`src/rtl/uart_fifo_pkg.sv`:
```
package uart_fifo_pkg;
   localparam int unsigned TRIG_W = 6;

   // Extended threshold: fine = nibble:code, coarse = nibble*4; zero clamps to 1.
   function automatic logic [TRIG_W-1:0] ext_trig(input logic fine,
                                                  input logic [3:0] nib,
                                                  input logic [1:0] code);
      logic [TRIG_W-1:0] v;
      v = fine ? {nib, code} : {nib, 2'b00};
      if (v == '0) v = TRIG_W'(1);
      return v;
   endfunction
endpackage

```
`src/rtl/uart_byte_fifo.sv`:
```
module uart_byte_fifo #(
   parameter int unsigned DEPTH = 64,
   parameter int unsigned DW    = 8,
   localparam int unsigned AW   = $clog2(DEPTH),
   localparam int unsigned LW   = $clog2(DEPTH + 1)
) (
   input  logic          clk,
   input  logic          rst_n,
   input  logic          deep,
   input  logic          flush,
   input  logic          push,
   input  logic [DW-1:0] din,
   input  logic          pop,
   output logic [DW-1:0] dout,
   output logic [LW-1:0] level
);
   if ((1 << AW) != DEPTH) begin : g_bad_depth
      $error("uart_byte_fifo: DEPTH must be a power of two");
   end

   logic [DW-1:0] mem [DEPTH];
   logic [AW-1:0] wp, rp;
   logic [LW-1:0] cap;
   logic          do_push, do_pop;

   assign cap     = deep ? LW'(DEPTH) : LW'(1);
   assign do_push = push && (level < cap) && !flush;
   assign do_pop  = pop && (level != '0) && !flush;
   assign dout    = mem[rp];

   always_ff @(posedge clk or negedge rst_n) begin
      if (!rst_n) begin
         wp    <= '0;
         rp    <= '0;
         level <= '0;
      end else if (flush) begin
         wp    <= '0;
         rp    <= '0;
         level <= '0;
      end else begin
         if (do_push) wp <= wp + AW'(1);
         if (do_pop)  rp <= rp + AW'(1);
         level <= level + LW'(do_push) - LW'(do_pop);
      end
   end

   always_ff @(posedge clk) begin
      if (do_push) mem[wp] <= din;
   end
endmodule

```
`src/rtl/uart_trig_sel.sv`:
```
module uart_trig_sel
   import uart_fifo_pkg::*;
#(
   parameter bit IS_RX = 1'b1
) (
   input  logic              fine,
   input  logic [3:0]        nib,
   input  logic [1:0]        code,
   output logic [TRIG_W-1:0] trig
);
   logic [TRIG_W-1:0] tbl;

   if (IS_RX) begin : g_rx_tbl
      always_comb begin
         unique case (code)
            2'd0: tbl = TRIG_W'(8);
            2'd1: tbl = TRIG_W'(16);
            2'd2: tbl = TRIG_W'(56);
            default: tbl = TRIG_W'(60);
         endcase
      end
   end else begin : g_tx_tbl
      always_comb begin
         unique case (code)
            2'd0: tbl = TRIG_W'(8);
            2'd1: tbl = TRIG_W'(16);
            2'd2: tbl = TRIG_W'(32);
            default: tbl = TRIG_W'(56);
         endcase
      end
   end

   assign trig = (!fine && nib == 4'd0) ? tbl : ext_trig(fine, nib, code);
endmodule

```
`src/rtl/uart_fifo_trig_ctrl.sv`:
```
module uart_fifo_trig_ctrl
   import uart_fifo_pkg::*;
#(
   parameter int unsigned DEPTH = 64,
   parameter int unsigned DW    = 8,
   localparam int unsigned LW   = $clog2(DEPTH + 1)
) (
   input  logic          clk,
   input  logic          rst_n,
   input  logic          cfg_wr,
   input  logic [7:0]    cfg_wdata,
   input  logic          div_zero,
   input  logic          enh_en,
   input  logic          rx_fine,
   input  logic          tx_fine,
   input  logic [3:0]    rx_ext_nib,
   input  logic [3:0]    tx_ext_nib,
   input  logic          rx_push,
   input  logic [DW-1:0] rx_wdata,
   input  logic          rx_pop,
   output logic [DW-1:0] rx_rdata,
   input  logic          tx_push,
   input  logic [DW-1:0] tx_wdata,
   input  logic          tx_pop,
   output logic [DW-1:0] tx_rdata,
   output logic [LW-1:0] rx_level,
   output logic [LW-1:0] tx_level,
   output logic          rx_trig_hit,
   output logic          tx_space_ok,
   output logic [1:0]    dma_req
);
   if (DEPTH < 64) begin : g_bad_depth
      $error("uart_fifo_trig_ctrl: DEPTH must cover the 6-bit threshold range");
   end

   logic       en_q, dma_q;
   logic [1:0] rx_code_q, tx_code_q;
   logic       lock_ok, en_flip, rx_flush, tx_flush;
   logic [TRIG_W-1:0] rx_trig, tx_trig;
   logic [LW-1:0]     tx_room;

   assign lock_ok  = cfg_wr && div_zero;
   assign en_flip  = lock_ok && (cfg_wdata[0] != en_q);
   assign rx_flush = (cfg_wr && cfg_wdata[1]) || en_flip;
   assign tx_flush = (cfg_wr && cfg_wdata[2]) || en_flip;

   always_ff @(posedge clk or negedge rst_n) begin
      if (!rst_n) begin
         en_q      <= 1'b0;
         dma_q     <= 1'b0;
         rx_code_q <= '0;
         tx_code_q <= '0;
      end else if (cfg_wr) begin
         rx_code_q <= cfg_wdata[7:6];
         if (enh_en) tx_code_q <= cfg_wdata[5:4];
         if (div_zero) begin
            en_q  <= cfg_wdata[0];
            dma_q <= cfg_wdata[3];
         end
      end
   end

   uart_byte_fifo #(.DEPTH(DEPTH), .DW(DW)) u_rx_fifo (
      .clk(clk), .rst_n(rst_n), .deep(en_q), .flush(rx_flush),
      .push(rx_push), .din(rx_wdata), .pop(rx_pop),
      .dout(rx_rdata), .level(rx_level)
   );

   uart_byte_fifo #(.DEPTH(DEPTH), .DW(DW)) u_tx_fifo (
      .clk(clk), .rst_n(rst_n), .deep(en_q), .flush(tx_flush),
      .push(tx_push), .din(tx_wdata), .pop(tx_pop),
      .dout(tx_rdata), .level(tx_level)
   );

   uart_trig_sel #(.IS_RX(1'b1)) u_rx_trig (
      .fine(rx_fine), .nib(rx_ext_nib), .code(rx_code_q), .trig(rx_trig)
   );

   uart_trig_sel #(.IS_RX(1'b0)) u_tx_trig (
      .fine(tx_fine), .nib(tx_ext_nib), .code(tx_code_q), .trig(tx_trig)
   );

   assign tx_room     = LW'(DEPTH) - tx_level;
   assign rx_trig_hit = rx_level >= LW'(rx_trig);
   assign tx_space_ok = tx_room >= LW'(tx_trig);
   assign dma_req     = dma_q ? {rx_trig_hit, tx_space_ok} : 2'b00;
endmodule

```
`config.mk`:
```
export PLATFORM = sky130hd
export DESIGN_NAME = uart_fifo_trig_ctrl
export DESIGN_NICKNAME = d
export VERILOG_FILES = /design/src/rtl/uart_fifo_pkg.sv /design/src/rtl/uart_byte_fifo.sv /design/src/rtl/uart_trig_sel.sv /design/src/rtl/uart_fifo_trig_ctrl.sv
export SDC_FILE = /design/constraint.sdc
export NUM_CORES = 1
export LEC_CHECK = 0
export ABC_AREA = 1
export BUFFER_PORTS_ARGS = -buffer_cell sky130_fd_sc_hd__buf_4
export CAP_MARGIN = 0
export CORE_UTILIZATION = 43
export DETAILED_ROUTE_END_ITERATION = 7
export GPL_TIMING_DRIVEN = 0
export PLACE_DENSITY_LB_ADDON = 0.15
export SYNTH_ARGS = -nofsm -noshare
export SYNTH_HDL_FRONTEND = slang
export SYNTH_SLANG_ARGS = --single-unit
```
`constraint.sdc`:
```
create_clock -name clk -period 2.4 [get_ports clk]
set_input_delay 0.36 -clock clk [delete_from_list [all_inputs] [get_ports clk]]
set_output_delay 0.36 -clock clk [all_outputs]
set_load 0.005 [all_outputs]
```
Word-level counts from Yosys, hierarchy flattened
Memories as Yosys holds them, arrays and structs flattened. Index checks and enable logic that the tools add are counted.

Memories kept: 2. Input bits: 43. Register bits: 44. RAM bits: 1024. Word-level logic and storage cells: 88.

Equality and inequality tests: 5. Add/sub/neg operators: 9. Order comparisons: 4. Muxes and demuxes: 24. Reductions and logical operators: 34.

Memory list: u_rx_fifo.mem (depth 64, bits a word 8, read ports 1, clocked after memory_dff 0, write ports 1, RTL line uart_byte_fifo.sv:21) `logic [DW-1:0] mem [DEPTH];`; u_tx_fifo.mem (depth 64, bits a word 8, read ports 1, clocked after memory_dff 0, write ports 1, RTL line uart_byte_fifo.sv:21).

Operators with widths (number): $mux 6 (12); $pmux 6 s3 (2); $add 6x1->6 const B (4); $mux 7 (3); $add 7x1->7 (2); $ge 7x6->1 (2); $logic_and 1x1->1 (14); $lt 7x7->1 (2); $reduce_bool 7->1 (2); $sub 7x1->7 (2); $logic_not 6->1 (2); $logic_not 4->1 (2); $reduce_bool 2->1 (4); $sub 7x7->7 const A (1); $mux 2 (3); $eq 2x1->1 const B (2); $eq 2x2->1 const B (2); $logic_not 1->1 (4); $logic_not 2->1 (2); $mux 1 (4); $reduce_and 2->1 (2); $logic_or 1x1->1 (2); $ne 1x1->1 (1).

Depth between registers and ports, before layout
Gate-level depths: netlist of the first run.

Depth in word-level cells: 8. Depth in mapped cells: 16. Gate-level depth less buffers: 16.

Cells and area by module
A second synthesis of the first run with hierarchy kept.

Cell total of the unflattened synthesis: 4016. Area, all modules: 45636.3 µm².

By module, submodules not included: uart_byte_fifo (cells each 1941, times used 2, area an instance 22340.2 µm²); uart_fifo_trig_ctrl (cells each 97, times used 1, area an instance 700.7 µm²); uart_trig_sel (u_rx_trig) (cells each 17, times used 1, area an instance 128.9 µm²); uart_trig_sel (u_tx_trig) (cells each 20, times used 1, area an instance 126.4 µm²).

Least setup slack after synthesis of the first run
OpenSTA, ideal clock, no wires.

Path kind: register -> register. Start: register u_tx_fifo.level[1]. End: register u_tx_fifo.level[6]. Clock period less this slack: 2623 ps. Library setup time: 125 ps. Arrival time: 2499 ps. Path slack: -223 ps. Cell stages (with the launch flop): 16. Path buffers: 0. Data required time: 2275 ps. Cells stage by stage: dfrtp_1 inv_1 ha_1 nand2_1 nor2_1 a21boi_1 nand2_1 inv_2 ha_1 inv_1 ha_1 fa_1 nand4_1 nand3_1 o21ai_0 a21oi_1.

Word-level cells in the longest chain between the ends: 6. Elaborated cells on any way between the ends: 9.

RTL lines: start, declared (RTL line uart_byte_fifo.sv:15) `output logic [LW-1:0] level`; start signal, assigned (RTL line uart_byte_fifo.sv:43) `level <= level + LW'(do_push) - LW'(do_pop);`; $lt 7x7->1 (RTL line uart_byte_fifo.sv:27) `assign do_push = push && (level < cap) && !flush;`; $logic_and 1x1->1 (2 in series) (RTL line uart_byte_fifo.sv:27); $add 7x1->7 (RTL line uart_byte_fifo.sv:43); $sub 7x1->7 * (RTL line uart_byte_fifo.sv:43); $mux 7 * (RTL line uart_byte_fifo.sv:36) `end else if (flush) begin`.

Every way passes the cells marked *; elsewhere a longest branch is shown, timed or not. A chain may end at the register's enable or synchronous reset.

Final worst setup path of the first run
Start: register u_tx_fifo.rp[0]. End: output tx_rdata[4].

Word-level cells in the longest chain between the ends: 1.

RTL lines: start, declared (RTL line uart_byte_fifo.sv:22) `logic [AW-1:0] wp, rp;`; start signal, assigned (RTL line uart_byte_fifo.sv:42) `if (do_pop) rp <= rp + AW'(1);`; $mem_v2 64x8; end, declared (RTL line uart_fifo_trig_ctrl.sv:25) `output logic [DW-1:0] tx_rdata,`.

Every way passes these cells.

==> results of run 1 <==
==> sequential cells by signal, indices dropped and copies added (netlist names) <==
register	flops
u_rx_fifo.level	7
en_q	1
u_rx_fifo.mem	512
u_tx_fifo.level	7
u_rx_fifo.rp	6
u_tx_fifo.wp	6
u_tx_fifo.mem	512
tx_code_q	2
rx_code_q	2
u_rx_fifo.wp	6
u_tx_fifo.rp	6
dma_q	1
==> final cells by class <==
class	instances	area share
Clock buffer	142	0.0526
Clock inverter	60	0.00912
Multi-Input combinational cell	2678	0.264
Timing Repair Buffer	183	0.0351
Inverter	84	0.00654
Buffer	208	0.0368
Tap cell	1380	0.0306
Sequential cell	1068	0.565
==> report_power, final <==
group | switching (mW) | total (mW) | internal, mW
clock network | 7.33 | 16.9 | 9.55
logic | 13.8 | 21.3 | 7.49
registers | 0.349 | 21.1 | 20.8
==> placed cells by master (no fill, tap or decap), types with 35 or more instances in the layout <==
| master | count |
|---|---|
| a21oi_2 | 52 |
| nand3_2 | 182 |
| inv_1 | 51 |
| nand2_1 | 1527 |
| nor2_4 | 123 |
| a21oi_1 | 106 |
| buf_6 | 69 |
| ha_1 | 35 |
| clkbuf_16 | 120 |
| buf_12 | 40 |
| nor2_1 | 59 |
| nand2_2 | 43 |
| nand3_1 | 372 |
| edfxtp_1 | 1024 |
| nand3_4 | 40 |
| buf_4 | 163 |
==> per-layer routing <==
metal | routed length [um] | up-vias | track usage
met3 | 13000 | 219 | 0.0573
li1 | - | 14600 | -
met2 | 62200 | 1368 | 0.383
met4 | 3660 | 0 | 0.0769
met5 | 0 | - | 0
met1 | 63300 | 15800 | 0.394
==> final timing paths <==
kind | from | endpoint | slack (ps)
worst min register to register | dma_q$_DFFE_PN0P_ | dma_q$_DFFE_PN0P_ | 560
worst max-delay path | u_tx_fifo.rp[0]$_DFFE_PN0P_ | tx_rdata[4] | -640
max in group asynchronous | rst_n | u_tx_fifo.rp[2]$_DFFE_PN0P_ | 1620
worst min-delay path | div_zero | dma_q$_DFFE_PN0P_ | 120
min in group asynchronous | rst_n | u_rx_fifo.level[6]$_DFF_PN0_ | 250
worst max register to register | u_tx_fifo.level[1]$_DFF_PN0_ | u_tx_fifo.level[6]$_DFF_PN0_ | -110
==> kinds of logic after synthesis <==
logic type	count (synthesis)
and+or+nand+nor	2403
DFF	1068
buffers and inverters	292
AOI/OAI and AO/OA	214
adders and majority gates	48
xor gates and xnor gates	12
muxes	1
==> critical path, stage by stage, from the launching register on <==
cell and delay [ps]:
dfrtp_1 410, buf_12 190, buf_6 180, buf_6 200, nand2_1 80, nand3_1 100, nand3_2 160, nand3_2 160
nand3_2 100, nand2_1 90, nand2_1 80, nand2_2 110, buf_4 120
==> metrics by stage <==
step | instance area [um2] | hold WS (ps) | instances | TNS [ps]
after floorplan | 44900 | 64.4 | 4038 | -9.50
after global placement | 47200 | 445 | 5494 | -532970
after detailed placement | 47200 | 445 | 5494 | -569540
after CTS | 53600 | 65.0 | 5737 | -394750
after global routing | 56400 | 136 | 5803 | -14940
final | 56400 | 119 | 5803 | -11420
==> what timing repair did <==
item | 4_1_cts | 5_1_grt
setup endpoints to repair | 1048 | 1057
buffers inserted | 16 | 59
pin swaps | 67 | 102
hold buffers | 18 | 0
endpoints found under the hold margin | 51 | 0
cloned | 7 | 7
resized for setup | 669 | 484
==> metrics.txt, run 1 <==
Post-DRT Antenna Nets=0; VDD IR-drop max=0.817 mV; minimum setup slack after placement=-948 ps; Worst Hold Depth=3; max-slew violation count=0; Post-synth top cells=nand2_1 (1576), edfxtp_1 (1024), nand3_1 (594), nor2_1 (186), a21oi_1 (160); multiplexer area fraction after synthesis=0.000251; layout cells sized above 1=0.240; fin util=0.545; async set-or-reset flop fraction in the synthesized netlist=0.0412; core area=103000 um2; Inserted Diodes=0; Post-Synthesis Cells=4038; Die ar.=106000 um2; DR WL/cell=24.5 um; Die W=325 um; drt pass-1 iters=5; PwrDens=1050 nW/um2; Syn Area/Cell=11.1 um2; critical path type=register to primary output; Detailed Place HPWL=92.0 mm; Synth Warn #=0; Area Overhead vs Synth=25.7%; simple-gate share of the synthesized area=0.220; final hold vios=0; Post-Synth XOR/XNOR Area=0.00234; synthesized area=44900 um2; worst r2r path cells=15; crit path capture type=primary output; Seq/Total Area, Yosys=0.710; share of the synthesized area in the top cell type=0.685; Max Buffers Root-to-Sink=3; unrepaired setup endpoints after global routing=true; GRT Util Overall=0.263; Yosys cell types=38; number of synthesized flops with an enable pin=1024; Setup WS post-layout=-644 ps; max_cap viols=0; Yosys reg bits=1068; initial antenna violation count=1; CP required=2040 ps; height of the die=325 um; Worst Tran Pin Value=1150 ps; Clock transition at path regs=60 ps; period utilization=1.27; CTS tree=yes; Setup Skew=20.1 ps; Post-Syn Nets=4129; vias per cell=5.51; post-layout minimum cycle time=3040 ps; area of the multi-input gates=14900 um2; number of fill cells=8755; Root Buffer Master=clkbuf_16; vias in the first global route=29400; Synth Area in Compound Gates=0.0248; number of remaining DRC errors=0; GPL Wtd Cong=0.978; final setup fails=26; TritonCTS Sinks=1068; critical path peak fanout=10; synth top area cells=edfxtp_1 (69%), nand2_1 (13%), nand3_1 (6.6%), dfrtp_1 (2.5%), a21oi_1 (1.8%); Net count, final=4426; HP Class=input port to register; post-synth top area cell=edfxtp_1; CTS H-tree depth=3; DRT iter0 DRCs=3418; vias=32000; number of CTS-inserted buffers=112; largest net degree at the start of global routing=65; total gr overflow=0; failing checks=negative setup slack; Std-Cell Rows=118; Synth Area in Adders=0.0137; I/O Buffers=76; upper clock frequency limit=0.329 GHz; slew margin rel.=0.232; leakage=21.0 nW; drt total wl=142 mm; ys flop type=edfxtp_1; largest family of logic cells by synthesized area=simple AND/OR/NAND/NOR gates; Tot Pwr=59.3 mW; first-pass GRT wire length=202 mm; status=complete, but fails checks; Ports=77; Register Area=31900 um2; Critical Path Source Type=register; top-count cell post-synth=nand2_1; CP arrival=2680 ps; clock latency at the later pin of the worst-skew pair=700 ps; Initial Util=0.433
No activity file was read; power rests on OpenSTA's default activity.
==> run 2, diff against run 1 <==
ABC_AREA = default   (was 1)
BUFFER_PORTS_ARGS = -buffer_cell sky130_fd_sc_hd__buf_2   (was -buffer_cell sky130_fd_sc_hd__buf_4)
==> metrics.txt, run 2 <==
period utilization=1.51; CP endpoint=rx_rdata[4]; Area Overhead vs Synth=22.9%; max_cap viols=0; first-pass GRT wire length=155 mm; biggest regs=u_rx_fifo.mem (512), u_tx_fifo.mem (512); final setup fails=1051; TritonCTS Sinks=1068; Synth Warn #=0; Critical Path Stages=10; crit path max-delay cell type=mux4_2; Clock transition at path regs=60 ps; Comb power frac=0.307; Root Buffer Master=clkbuf_16; CP required=2040 ps; synth top area cells=edfxtp_1 (72%), mux4_2 (12%), dfrtp_1 (2.6%), mux2i_1 (2.3%), nor2_1 (1.5%); most used cell along the critical path=buf_12; Post-Syn Nets=2329; PwrDens=1030 nW/um2; DR WL/cell=26.7 um; failing checks=negative setup slack; CP arrival=3260 ps; Yosys cell types=52; Net Sw Frac=0.294; number of remaining DRC errors=0; Ports=77; Seq/Total Area, Yosys=0.742; upper clock frequency limit=0.276 GHz; sequential fraction of design power=0.388; most frequent cells in the layout=edfxtp_1 (1024), mux4_2 (226), clkbuf_16 (113); Yosys reg bits=1068; Post-synth top cells=edfxtp_1 (1024), mux4_2 (226), nor2_1 (173), mux2i_1 (97), nor2b_1 (68); DRT iter0 DRCs=1962; unrepaired setup endpoints after global routing=true; Post-Synthesis Cells=2238; Setup Skew=31.2 ps; Syn Area/Cell=19.2 um2; most common cell after layout, fill and taps aside=edfxtp_1; CTS tree=yes; Post-DRT Antenna Nets=0; Net count, final=2671; CTS H-tree depth=3; GRT Util Overall=0.209; clock latency at the later pin of the worst-skew pair=690 ps; total negative slack=-495530 ps; initial antenna violation count=1; max-slew violation count=0; cell family with most CP delay=buffers and inverters; CP Buf/Inv Count=5; fin util=0.535; leakage=16.7 nW; crit path capture type=primary output; worst r2r path cells=9; height of the die=318 um; post-layout minimum cycle time=3620 ps; core area=98700 um2; placed cell area=45400 um2; Detailed Place HPWL=64.9 mm; Die W=318 um; top-count cell post-synth=edfxtp_1; minimum setup slack after placement=-1480 ps; layout cells sized above 1=0.385; I/O Buffers=76; Setup WS post-layout=-1220 ps; number of CTS-inserted buffers=111; Std-Cell Rows=115; Critical Path Source Type=register; Max Buffers Root-to-Sink=3; Switching Power=16.0 mW; synthesized area=42900 um2; vias in the first global route=23100; ys flop type=edfxtp_1; number of synthesized flops with an enable pin=1024; largest net degree at the start of global routing=65; final hold vios=0; slew margin rel.=0.0895; slowest cell delay on critical path=540 ps; async set-or-reset flop fraction in the synthesized netlist=0.0412; Initial Util=0.435; GPL Wtd Cong=0.884; status=complete, but fails checks; critical path cell sequence=buf_12, buf_12, buf_12, buf_12, mux4_2, mux2i_4, o22ai_1, nor3_2, a41oi_1, buf_2; post-synth top area cell=edfxtp_1; critical path type=register to primary output; Inserted Diodes=0; Die ar.=101000 um2; worst r2r src=u_rx_fifo.level[2]$_DFF_PN0_; reg-to-reg slack, setup=-880 ps; Worst Tran Pin Value=1370 ps; final non-filler cell area=52800 um2; Critical Path Start=u_rx_fifo.rp[0]$_DFFE_PN0P_; FF-to-FF End=u_rx_fifo.mem[19][6]$_DFFE_PP_; area of the multi-input gates=12200 um2; critical path peak fanout=7; drt total wl=106 mm; Int Pwr=38.5 mW; vias=22600; HP Class=input port to register; drt pass-1 iters=7; VDD IR-drop max=0.605 mV; number of fill cells=7647; share of the synthesized area in the top cell type=0.716; Register Area=31900 um2; total gr overflow=0; Clk pwr share=0.306; vias per cell=5.70
## run 2: changes by cell type after synthesis, sizes merged, moves of 15 or more
cell,previous run,this run
nand2,1590,51
nand3,594,25
mux4,0,226
a21oi,160,30
mux2i,0,97
buf,160,78
nor2b,0,68
a211oi,0,58
inv,80,26
a22oi,0,32
nor2,188,173
## run 2: area by class of cell
class,instances,area share
buffer,112,0.0189
clock buffer,136,0.0544
clock inverter,71,0.0120
inverter,26,0.00206
multi-input combinational,1024,0.232
sequential,1068,0.604
tap,1287,0.0305
timing repair buffer,237,0.0468
## run 2: worst reg2reg max path, cell delays in order, from the launching register on
cell and delay (ps):
dfrtp_2 410, inv_2 80, buf_4 110, ha_1 140, nor3b_2 160, o211ai_1 160
a21oi_4 280, and3b_1 330, nand2_1 560, nor2_2 690
## run 2: logic make-up after synthesis
logic type / after synthesis / share of synthesized area
xor+xnor: 30 / 0.00612
compound gates: 220 / 0.0346
simple gates: 396 / 0.0442
flops: 1068 / 0.742
buf+inv: 146 / 0.0162
fa+ha+maj: 48 / 0.0143
mux: 330 / 0.143
## run 2: worst min-delay path by stage
stage               cells after the start                      from                      endpoint
floorplan                               0                     rst_n             dma_q$_DFFE_PN0P_
finish                                  3              cfg_wdata[2]  u_tx_fifo.level[0]$_DFF_PN0_
CTS                                     3                  div_zero             dma_q$_DFFE_PN0P_
detailed placement                      1  tx_code_q[0]$_DFFE_PN0P_      tx_code_q[0]$_DFFE_PN0P_
global placement                        1  tx_code_q[0]$_DFFE_PN0P_      tx_code_q[0]$_DFFE_PN0P_
global route                            3              cfg_wdata[2]  u_tx_fifo.level[0]$_DFF_PN0_
## run 2: repair_timing
item,CTS,global route
resized for setup,390,156
endpoints found under the setup margin,1059,1056
hold buffers,9,0
endpoints found under the hold margin,49,0
cloned,6,2
pin swaps,50,64
setup buffers,76,69
## run 2: per-stage QoR
step	cells	power [mW]	hold slack, ps
2_1_floorplan	2238	30.1	64.4
3_3_place_gp	3601	34.4	557
3_5_place_dp	3601	34.5	584
4_1_cts	3894	54.0	13.2
5_1_grt	3961	56.6	36.2
6_report	3961	54.5	49.2
## run 2: power groups by stage
| stage | combinational, mW | sequential [mW] | clock (mW) |
|---|---|---|---|
| detailed placement | 13.0 | 21.5 | 0 |
| CTS | 16.0 | 21.1 | 17.0 |
| global placement | 12.9 | 21.5 | 0 |
| finish | 16.7 | 21.1 | 16.7 |
| floorplan | 8.69 | 21.4 | 0 |
| global route | 17.7 | 21.1 | 17.7 |
## run 2: metal layers
| metal | global-route usage | up-vias | wire, um |
|---|---|---|---|
| met5 | 0 | - | 0 |
| met4 | 0.0487 | 0 | 2060 |
| met3 | 0.0362 | 149 | 6350 |
| met2 | 0.329 | 677 | 50500 |
| met1 | 0.303 | 12000 | 46800 |
| li1 | - | 9778 | - |
